[src/rtl/clkdiv_pkg.sv]
package clkdiv_pkg;

    localparam int unsigned NUM_CHAINS = 4;
    localparam int unsigned SEL_W      = $clog2(NUM_CHAINS);
    localparam int unsigned MAX_STAGES = 3;
    localparam int unsigned BASE_RATIO = 24;

    typedef logic [SEL_W-1:0]      ratio_sel_t;
    typedef logic [NUM_CHAINS-1:0] chain_vec_t;

    // Link between two cascaded stages: the advance strobe entering a stage
    // and the wrap strobe leaving it.
    typedef struct packed {
        logic adv;
        logic wrap;
    } stage_link_t;

    // Ratio of each stage of each chain; 1 means the slot is a pass-through.
    function automatic int unsigned stage_ratio(input int unsigned chain,
                                                input int unsigned stage);
        int unsigned r;
        r = 1;
        case (chain)
            0: case (stage) 0: r = 8; 1: r = 3;  default: r = 1; endcase
            1: case (stage) 0: r = 5; 1: r = 5;  default: r = 1; endcase
            2: case (stage) 0: r = 2; 1: r = 13; default: r = 1; endcase
            default: r = 3;
        endcase
        return r;
    endfunction

    function automatic int unsigned chain_ratio(input int unsigned chain);
        int unsigned p;
        p = 1;
        for (int unsigned s = 0; s < MAX_STAGES; s++) p = p * stage_ratio(chain, s);
        return p;
    endfunction

    function automatic bit is_pow2(input int unsigned v);
        return (v != 0) && ((v & (v - 1)) == 0);
    endfunction

endpackage

[src/rtl/div_stage.sv]
module div_stage #(
    parameter int unsigned RATIO = 3
) (
    input  logic clk,
    input  logic clr,
    input  logic adv,
    output logic wrap
);
    localparam int unsigned CW = (RATIO > 2) ? $clog2(RATIO) : 1;

    generate
        if (clkdiv_pkg::is_pow2(RATIO)) begin : g_toggle
            // Cascade of toggle bits: bit b flips when all lower bits are set.
            logic [CW-1:0] tq;
            logic [CW:0]   carry;
            assign carry[0] = adv;
            for (genvar b = 0; b < CW; b++) begin : g_bit
                assign carry[b+1] = carry[b] & tq[b];
                always_ff @(posedge clk) begin
                    if (clr)           tq[b] <= 1'b0;
                    else if (carry[b]) tq[b] <= ~tq[b];
                end
            end
            assign wrap = carry[CW];
        end else begin : g_count
            // Counter with terminal-count restart for odd ratios.
            localparam logic [CW-1:0] LAST = CW'(RATIO - 1);
            logic [CW-1:0] cnt;
            always_ff @(posedge clk) begin
                if (clr)      cnt <= '0;
                else if (adv) cnt <= (cnt == LAST) ? '0 : cnt + 1'b1;
            end
            assign wrap = adv && (cnt == LAST);
        end
    endgenerate

endmodule

[src/rtl/div_chain.sv]
module div_chain #(
    parameter int unsigned CHAIN = 0
) (
    input  logic clk,
    input  logic clr,
    output logic pulse
);
    import clkdiv_pkg::*;

    stage_link_t link [MAX_STAGES];
    logic        last_wrap;

    generate
        for (genvar s = 0; s < MAX_STAGES; s++) begin : g_stage
            localparam int unsigned R = stage_ratio(CHAIN, s);
            if (s == 0) begin : g_head
                assign link[s].adv = 1'b1;
            end else begin : g_tail
                assign link[s].adv = link[s-1].wrap;
            end
            if (R > 1) begin : g_div
                div_stage #(.RATIO(R)) u_stage (
                    .clk  (clk),
                    .clr  (clr),
                    .adv  (link[s].adv),
                    .wrap (link[s].wrap)
                );
            end else begin : g_pass
                assign link[s].wrap = link[s].adv;
            end
        end
    endgenerate

    assign last_wrap = link[MAX_STAGES-1].wrap;

    always_ff @(posedge clk) begin
        if (clr) pulse <= 1'b0;
        else     pulse <= last_wrap;
    end

endmodule

[src/rtl/chain_enable_ctrl.sv]
module chain_enable_ctrl (
    input  logic                   clk,
    input  logic                   rst,
    input  clkdiv_pkg::ratio_sel_t ratio_sel,
    output clkdiv_pkg::chain_vec_t chain_en
);
    import clkdiv_pkg::*;

    chain_vec_t en_next;

    always_comb begin
        en_next = '0;
        for (int unsigned i = 0; i < NUM_CHAINS; i++)
            en_next[i] = (ratio_sel == SEL_W'(i));
    end

    always_ff @(posedge clk) begin
        if (rst) chain_en <= '0;
        else     chain_en <= en_next;
    end

endmodule

[src/rtl/clkdiv_multichain.sv]
module clkdiv_multichain (
    input  logic       clk,
    input  logic       rst,
    input  logic [1:0] ratio_sel,
    output logic [3:0] chain_en,
    output logic       clk_out
);
    import clkdiv_pkg::*;

    chain_vec_t en_q;
    chain_vec_t chain_pulse;

    chain_enable_ctrl u_en (
        .clk       (clk),
        .rst       (rst),
        .ratio_sel (ratio_sel),
        .chain_en  (en_q)
    );

    generate
        for (genvar c = 0; c < NUM_CHAINS; c++) begin : g_chain
            logic clr_c;
            assign clr_c = rst | ~en_q[c];
            div_chain #(.CHAIN(c)) u_chain (
                .clk   (clk),
                .clr   (clr_c),
                .pulse (chain_pulse[c])
            );
        end
    endgenerate

    assign chain_en = en_q;
    assign clk_out  = chain_pulse[ratio_sel];

endmodule

[config.mk]
export PLATFORM = sky130hd
export DESIGN_NAME = clkdiv_multichain
export DESIGN_NICKNAME = d
export VERILOG_FILES = /design/src/rtl/clkdiv_pkg.sv /design/src/rtl/div_stage.sv /design/src/rtl/div_chain.sv /design/src/rtl/chain_enable_ctrl.sv /design/src/rtl/clkdiv_multichain.sv
export SDC_FILE = /design/constraint.sdc
export NUM_CORES = 1
export LEC_CHECK = 0
export BUFFER_PORTS_ARGS = -buffer_cell sky130_fd_sc_hd__buf_2
export CAP_MARGIN = 10
export CORE_ASPECT_RATIO = 1.4
export CORE_UTILIZATION = 60
export DETAILED_ROUTE_END_ITERATION = 8
export HOLD_SLACK_MARGIN = 0.06
export PLACE_DENSITY = 0.85
export RECOVER_POWER = 25
export SLEW_MARGIN = 5
export SYNTH_ARGS = -nofsm -noshare
export SYNTH_HDL_FRONTEND = slang
export SYNTH_SLANG_ARGS = --single-unit
[constraint.sdc]
create_clock -name clk -period 3.5 [get_ports clk]
set_input_delay 0.875 -clock clk [delete_from_list [all_inputs] [get_ports clk]]
set_output_delay 0.875 -clock clk [all_outputs]
set_load 0.1 [all_outputs]
# [Word level (Yosys, flattened, before mapping)]
# Index checks and enable logic that the tools add are counted.
[op_classes] add_sub_neg=7 magnitude_cmp=1 n_eq_ne=10 n_mux=7 n_bitwise=14 reduce_logical=8
[ops] cell="equality test 2 bit, second input constant" count=6
[ops] cell="adder 2 x 1 -> 2 bit, second input constant" count=4
[ops] cell="inverter 1 bit" count=8
[ops] cell="adder 3 x 1 -> 3 bit, second input constant" count=2
[ops] cell="equality test 3 bit, second input constant" count=2
[ops] cell="two-way mux 2 bit" count=3
[ops] cell="logical AND 1 bit" count=5
[ops] cell="adder 4 x 1 -> 4 bit, second input constant" count=1
[ops] cell="equality test 4 bit, second input constant" count=1
[ops] cell="two-way mux 4 bit" count=1
[ops] cell="OR 1 bit" count=4
[ops] cell="OR reduction 2 bit" count=2
[ops] cell="less-than comparator 2 x 3 -> 1 bit, second input constant" count=1
[ops] cell="two-way mux 3 bit" count=1
[ops] cell="bitwise AND 1 bit" count=2
[ops] cell="binary-select mux 1 bit (select 2 bit)" count=1
[ops] cell="equality test 2 x 1 -> 1 bit, second input constant" count=1
[ops] cell="zero test 2 bit" count=1
[ops] cell="two-way mux 1 bit" count=1
[word_totals] ff_bits=30 inputBits=4 out_inout_bits=5 wordCells=63

# [Longest topological paths before layout]
# Gate-level depths: netlist of run 1.
[logic_depth] depth_word=3 depth_mapped=5 ltp_nobuf=5

# [Modules after synthesis]
# From an unflattened synthesis of run 1, not the netlist that was laid out.
[hier_totals] cells_unflattened=139 area_unflattened_um2=1382.6
[modules_own_cells] mod="div_stage (g_chain[0].u_chain.g_stage[1].g_div.u_stage ...)" instances=4 cells_per_inst=9 area_per_inst_um2=87.6 seq_area_each_um2=40.0
[modules_own_cells] mod="div_stage (g_chain[1].u_chain.g_stage[0].g_div.u_stage ...)" instances=2 cells_per_inst=17 area_per_inst_um2=158.9 seq_area_each_um2=60.1
[modules_own_cells] mod="div_stage (g_chain[2].u_chain.g_stage[1].g_div.u_stage)" instances=1 cells_per_inst=26 area_per_inst_um2=229.0 seq_area_each_um2=80.1
[modules_own_cells] mod="div_chain" instances=4 cells_per_inst=3 area_per_inst_um2=37.5 seq_area_each_um2=20.0
[modules_own_cells] mod="div_stage (g_chain[0].u_chain.g_stage[0].g_div.u_stage)" instances=1 cells_per_inst=14 area_per_inst_um2=137.6 seq_area_each_um2=60.1
[modules_own_cells] mod="chain_enable_ctrl" instances=1 cells_per_inst=8 area_per_inst_um2=110.1 seq_area_each_um2=80.1
[modules_own_cells] mod="clkdiv_multichain" instances=1 cells_per_inst=5 area_per_inst_um2=47.5 seq_area_each_um2=0.0
[modules_own_cells] mod="div_stage (g_chain[2].u_chain.g_stage[0].g_div.u_stage)" instances=1 cells_per_inst=4 area_per_inst_um2=40.0 seq_area_each_um2=20.0

# [Least setup slack after synthesis of run 1]
# Ideal clock, no wire load.
[synth_timing] path_type="input to output" start="in ratio_sel[0]" end="out clk_out" arrival_time_ps=1625 required_ps=2625 path_slack_ps=1000 path_stages=1 path_buffers=0 cell_sequence="mux4_2"
[synth_via] elab_chain_cells=2
[synth_rtl] item="start: declaration" line_no="clkdiv_multichain.sv:4" source="input logic [1:0] ratio_sel,"
[synth_rtl] item="binary-select mux 1 bit (select 2 bit)" line_no="clkdiv_multichain.sv:33" source="assign clk_out = chain_pulse[ratio_sel];"
[synth_rtl] item="two-way mux 1 bit (implied by the code)" line_no="clkdiv_multichain.sv:33"
[synth_rtl] item="end: declaration" line_no="clkdiv_multichain.sv:6" source="output logic clk_out"
# No other way between the ends. The select of a mux whose other input is x is not followed.

# [Worst setup path after layout of run 1]
# Same ends and word-level chain as after synthesis.

==> results of run 1 <==
per-layer routing:
layer,GRT usage [%],vias up,share of wire [%]
met5,0,-,0
met1,19.79,392,41
met4,8.621,0,1.3
li1,-,430,-
met2,35.83,18,52
met3,9.756,2,5.2
final timing paths:
| kind | startpoint | end | cells after the start |
|---|---|---|---|
| max | ratio_sel[0] | clk_out | 3 |
| min | register | register | 1 |
| max reg2reg | register | register | 5 |
| min reg2reg | register | register | 1 |
sequential cells by signal, indices dropped and copies added (netlist names):
register / flops
u_en.chain_en: 4
g_chain.u_chain.g_stage.g_div.u_stage.g_toggle.tq: 4
g_chain.u_chain.pulse: 4
g_chain.u_chain.g_stage.g_div.u_stage.g_count.cnt: 18
per-stage QoR:
step | instances | total power, mW | worst slack (ns) | instance area [µm²]
after global routing | 153 | 0.6041 | 0.7857 | 1294
after CTS | 153 | 0.5887 | 0.8067 | 1295
after global placement | 145 | 0.3816 | 0.8158 | 1235
after floorplan | 118 | 0.3750 | 0.9995 | 1174
after detailed placement | 145 | 0.3826 | 0.8067 | 1235
final | 153 | 0.5804 | 0.8104 | 1294
final cells by class:
type / instances / area, µm² / area share (%)
flip-flops and latches: 30 / 600.6 / 46.42
clock inverters: 1 / 5.005 / 0.3868
repair buffers: 8 / 38.79 / 2.998
well taps: 20 / 25.02 / 1.934
clock buffers: 7 / 55.05 / 4.255
multi-input cells: 78 / 535.5 / 41.39
inverters: 9 / 33.78 / 2.611
cells in the mapped netlist (all sizes together):
library cell	n
dfxtp	30
nor2	14
nand2	10
a21oi	9
inv	9
ha	7
nand2b	5
nor3	4
nor3b	4
nand4	3
xor2	3
and3b	2
mux2i	2
nand3	2
or3	2
or3b	2
xnor2	2
and4b	1
clkbuf	1
mux4	1
nand3b	1
nand4b	1
nor4	1
nor4b	1
o21ai	1
power by group:
part	total, mW	internal (mW)	switching (mW)	leakage (nW)
Clock	0.206	0.0972	0.109	0.0353
Sequential	0.347	0.344	0.00261	0.242
Combinational	0.0274	0.00642	0.0210	0.228
Total	0.580	0.448	0.133	0.506
cells by family (layout without fill, tap and decap cells):
group / Yosys count / count (layout) / synth area share, %
AO/OA/AOI/OAI: 10 / 10 / 4.584
buffers and inverters: 10 / 25 / 3.198
AND/OR/NAND/NOR: 53 / 53 / 26.23
XOR/XNOR: 5 / 5 / 3.732
flip-flops: 30 / 30 / 51.17
multiplexers: 3 / 3 / 3.625
adder cells (fa/ha/maj): 7 / 7 / 7.462
worst max-delay path, delay by kind of cell:
family                 cells  cell delay (ns)
buffers and inverters      2             0.43
multiplexers               1             0.50
==> key figures, run 1 <==
Status
  – Outcome: completed

Route
  – Post-DR wirelength/cell: approximately 12 µm
  – Antenna-violating nets left: 0
  – 1st-pass router iterations: 5
  – Vias per cell: ~5.5
  – DRT iter0 DRCs: 10
  – # DRC: 0
  – Final wirelength: 1863 µm
  – Routed via count: 842

Synth
  – Mapped Nets: ~130
  – Cells after Synth: about 120
  – Synth area leader: dfxtp_1
  – Synth top area share: approximately half
  – Yosys warns: 0
  – Distinct cell type count after synthesis: 28
  – #FFs+latches synth: 30
  – Synth top area cells: dfxtp_1 (51%), ha_1 (7.5%), nor2_1 (4.5%)
  – Mapped cell area: around 1200 µm²
  – Synth Area per Inst: slightly below 10 µm²
  – Seq/Total Area, Yosys: roughly half

Critical path
  – Worst Path Max Fanout: 5
  – Cell at the slowest stage of the critical path: mux4_2
  – Most used cell, CP: buf_2
  – Critical Path RT: 2.62 ns
  – CP Class: input pin to primary output
  – CP max stage delay: approximately 0.5 ns
  – Nature of the critical path endpoint: primary output
  – Crit-path cells: buf_2 > mux4_2 > buf_2
  – Flop2flop setup slack: 2.15 ns
  – Critical Path Start Type: input pin
  – CP arrival: 1.81 ns

Timing
  – Final Hold Fails: 0
  – RSZ-0062 raised after global routing: no
  – Worst-margin pin slew: 0.4856 ns
  – Setup TNS: 0 ns
  – Max Clk Rate: approximately 370 MHz
  – Setup violations, final: 0
  – Slew Limit Headroom: roughly two thirds
  – Period minus WS final: 2.690 ns
  – Min Hold Slack: ~0.42 ns
  – Slew Limit Fails: 0
  – Clk_skew: between 0.01 and 0.015 ns
  – Fin crit share: approximately 77%

Die
  – Starting density of the core: approximately 65%
  – Die ar.: approximately 2100 µm²
  – Core Area: 1802 µm²
  – Die W: ~39 µm
  – Core Rows: 18
  – Die height: 54.33 µm
  – Ports: 9

Final layout
  – Most frequent cells in the layout: dfxtp_1 (30), nor2_1 (14), nand2_1 (10)
  – Layout cell share with drive strength beyond 1: 14.29%
  – Synthesis-to-layout area growth: 10.23%
  – N_diodes: 0
  – Fin util: a little over 70%
  – Fill count: around 150
  – Nets@finish: ~140
  – Most common library cell in the layout ignoring fill and taps: dfxtp_1

GRT
  – Initial antenna violation count: 0
  – Vias in the first global route: 699
  – First-pass GRT wire length: 2822 µm
  – Largest net degree at the start of global routing: 10
  – Global-route total usage across every layer: 20.40%
  – Global route overflow: 0

CTS
  – TritonCTS Buffers: 5
  – TritonCTS clock tree: built
  – # resized after CTS: 0
  – Setup Fix Bufs, Post-CTS: 0
  – Clk_lat worst skew: 0.32 ns
  – CTS clk-pin slew, worst paths: around 0.09 ns
  – CTS H-Tree Depth: 2
  – Hold-fix buffers at CTS: 0
  – Clock Path Buffers: 2
  – Clock root cell: clkbuf_4
  – # clock sinks: 30

Placement
  – Final Wtd Congestion: 0.6125
  – DP HPWL: ~1300 µm
  – # port buffers: 8

Power
  – Cell area power density: 448.6 nW/µm²
  – Leakage Power: just over 0.5 nW
  – Worst vdd ir: 0.0004154 V

Run
  – Max cap viols: 0

Min path
  – Hold Path Class: register to register
Power figures use the tool's default switching activity.
==> inputs of run 2 (changes only) <==
Settings changed: CORE_UTILIZATION 60 to 56, PLACE_DENSITY 0.85 to 0.8.
Clock period 3.5 ns to 2.6 ns, I/O delays scaled along.
==> run 2 against run 1 <==
Net effect: register-to-register slack lost 0.87 ns; final area fell by 1.1%; power increased by 28%; worst hold slack gained 0.0085 ns; non-clock buffer count unchanged; setup slack lost 0.44 ns; critical path type unchanged; largest cell class unchanged.
==> key figures, run 2 (synthesis gave the netlist of run 1 again) <==
Min path
  – Hold Path Class: register to register (unchanged)

Timing
  – Final Hold Fails: 0 (unchanged)
  – Fin crit share: a little under nine tenths
  – RSZ-0062 raised after global routing: no (unchanged)
  – Setup TNS: 0 ns (unchanged)
  – Max Clk Rate: 447.9 MHz
  – Clk_skew: 0.003686 ns (was 0.01056 ns)
  – Period minus WS final: 2.233 ns
  – Final worst slack: 0.3672 ns (was 0.8104 ns)
  – Setup violations, final: 0 (unchanged)
  – Worst-margin pin slew: 0.4965 ns (was 0.4856 ns)
  – Slew Limit Headroom: 67.12% (was 67.85%)
  – Slew Limit Fails: 0 (unchanged)

Placement
  – # port buffers: 8 (unchanged)
  – Cell Area, Placed: 1236 µm² (was 1235 µm²)
  – Post-Place Setup Slack: 0.3692 ns (was 0.8067 ns)
  – DP HPWL: 1331 µm (was 1344 µm)
  – Final Wtd Congestion: 0.7390 (was 0.6125)

CTS
  – Clock Path Buffers: 2 (unchanged)
  – Clock root cell: clkbuf_4 (unchanged)
  – CTS H-Tree Depth: 2 (unchanged)
  – Clk_lat worst skew: 0.32 ns (about the same)
  – CTS clk-pin slew, worst paths: 0.08 ns (was 0.09 ns)
  – # clock sinks: 30 (unchanged)
  – # resized after CTS: 0 (unchanged)
  – Setup Fix Bufs, Post-CTS: 0 (unchanged)
  – TritonCTS Buffers: 5 (unchanged)
  – Hold-fix buffers at CTS: 0 (unchanged)
  – TritonCTS clock tree: built (unchanged)

Run
  – Max cap viols: 0 (unchanged)

GRT
  – Global-route total usage across every layer: 19.63% (was 20.40%)
  – First-pass GRT wire length: 2918 µm (was 2822 µm)
  – Largest net degree at the start of global routing: 10 (unchanged)
  – Initial antenna violation count: 0 (unchanged)
  – Global route overflow: 0 (unchanged)
  – Vias in the first global route: 758 (was 699)

Die
  – Core Area: 1973 µm² (was 1802 µm²)
  – Die height: 56.17 µm (was 54.33 µm)
  – Ports: 9 (unchanged)
  – Die W: 40.69 µm (was 39.38 µm)
  – Core Rows: 19 (was 18)
  – Die ar.: 2285 µm² (was 2140 µm²)
  – Starting density of the core: 59.48% (was 65.14%)

Route
  – Final wirelength: 1727 µm (was 1863 µm)
  – Post-DR wirelength/cell: 11.29 µm (was 12.18 µm)
  – 1st-pass router iterations: 4 (was 5)
  – Antenna-violating nets left: 0 (unchanged)
  – Routed via count: 818 (was 842)
  – Vias per cell: 5.346 (was 5.503)
  – # DRC: 0 (unchanged)
  – DRT iter0 DRCs: 7 (was 10)

Power
  – Worst vdd ir: 0.0003509 V (was 0.0004154 V)
  – Leakage Power: 0.4961 nW (was 0.5061 nW)
  – Cell area power density: 580.0 nW/µm² (was 448.6 nW/µm²)

Final layout
  – Most common library cell in the layout ignoring fill and taps: dfxtp_1 (unchanged)
  – Layout cell share with drive strength beyond 1: 12.88% (was 14.29%)
  – Largest register FFs: 18 (unchanged)
  – Largest reg by FF count: g_chain.u_chain.g_stage.g_div.u_stage.g_count.cnt (unchanged)
  – N_diodes: 0 (unchanged)
  – Nets@finish: 143 (unchanged)
  – Synthesis-to-layout area growth: 9.062% (was 10.23%)
  – Post-route cell area: 1280 µm² (was 1294 µm²)
  – Most frequent cells in the layout: dfxtp_1 (30), nor2_1 (14), nand2_1 (10) (unchanged)

Critical path
  – WP buf/inv: 2 (unchanged)
  – Critical Path Start Type: input pin (unchanged)
  – Worst Path Max Fanout: 5 (unchanged)
  – Critical Path RT: 1.95 ns (was 2.62 ns)
  – Crit-path cells: buf_2 > mux4_2 > buf_2 (unchanged)
  – CP max stage delay: 0.49 ns (was 0.50 ns)
  – Nature of the critical path endpoint: primary output (unchanged)
  – Cell at the slowest stage of the critical path: mux4_2 (unchanged)
  – CP arrival: 1.58 ns (was 1.81 ns)
  – Most used cell, CP: buf_2 (unchanged)
  – Critical path's top delay family: multiplexers (unchanged)
  – CP Class: input pin to primary output (unchanged)

Status
  – Outcome: completed (unchanged)
-- run 2: changes by cell type in the layout (fill, tap and decap cells not counted), sizes merged --
cell and change:
clkinv -1
-- run 2: worst paths after layout --
kind / slack, ns / cells past startpoint / end / startpoint
setup reg to reg: 1.28 / 5 / register / register
hold / removal: 0.43 / 1 / register / register
setup / recovery: 0.37 / 3 / clk_out / ratio_sel[0]
hold reg to reg: 0.43 / 1 / register / register
-- run 2: stage by stage --
stage          std cells  power (mW)  hold WS (ns)  util [%]
2_1_floorplan        118      0.5048        0.3975         -
3_5_place_dp         146      0.5145        0.4146     62.65
4_1_cts              153      0.7570        0.4268     64.93
5_1_grt              153      0.7799        0.4626     64.87
6_report             153      0.7424        0.4302     64.87
3_3_place_gp         146      0.5137        0.4093     62.65
-- run 2: area by class of cell --
cell class              count  area [µm²]
fillers                   165       693.2
flip-flops and latches     30       600.6
multi-input cells          78       535.5
clock buffers               7       45.04
repair buffers              8       38.79
inverters                   9       33.78
well taps                  21       26.28
-- run 2: metal layers --
metal / track usage [%] / part of all wire [%] / vias up / wire [µm]
met5: 0 / 0 / - / 0
met1: 20.21 / 42 / 375 / 718
met4: 12.86 / 3.1 / 0 / 54
met3: 10.00 / 5.5 / 6 / 95
li1: - / - / 425 / -
met2: 29.25 / 50 / 12 / 859
-- run 2: worst register-to-register path, stage by stage, from the launching register on --
cell      delay, ns
dfxtp_1        0.32
inv_1          0.05
ha_1           0.28
nand3b_4       0.12
or3b_1         0.37
a21oi_2        0.11
-- run 2: power breakdown --
part | total (mW) | switching (mW) | leakage [nW] | internal [mW]
clock | 0.239 | 0.138 | 0.0254 | 0.102
combinational | 0.0365 | 0.0279 | 0.228 | 0.00862
sequential | 0.467 | 0.00329 | 0.242 | 0.463
total | 0.742 | 0.169 | 0.496 | 0.574
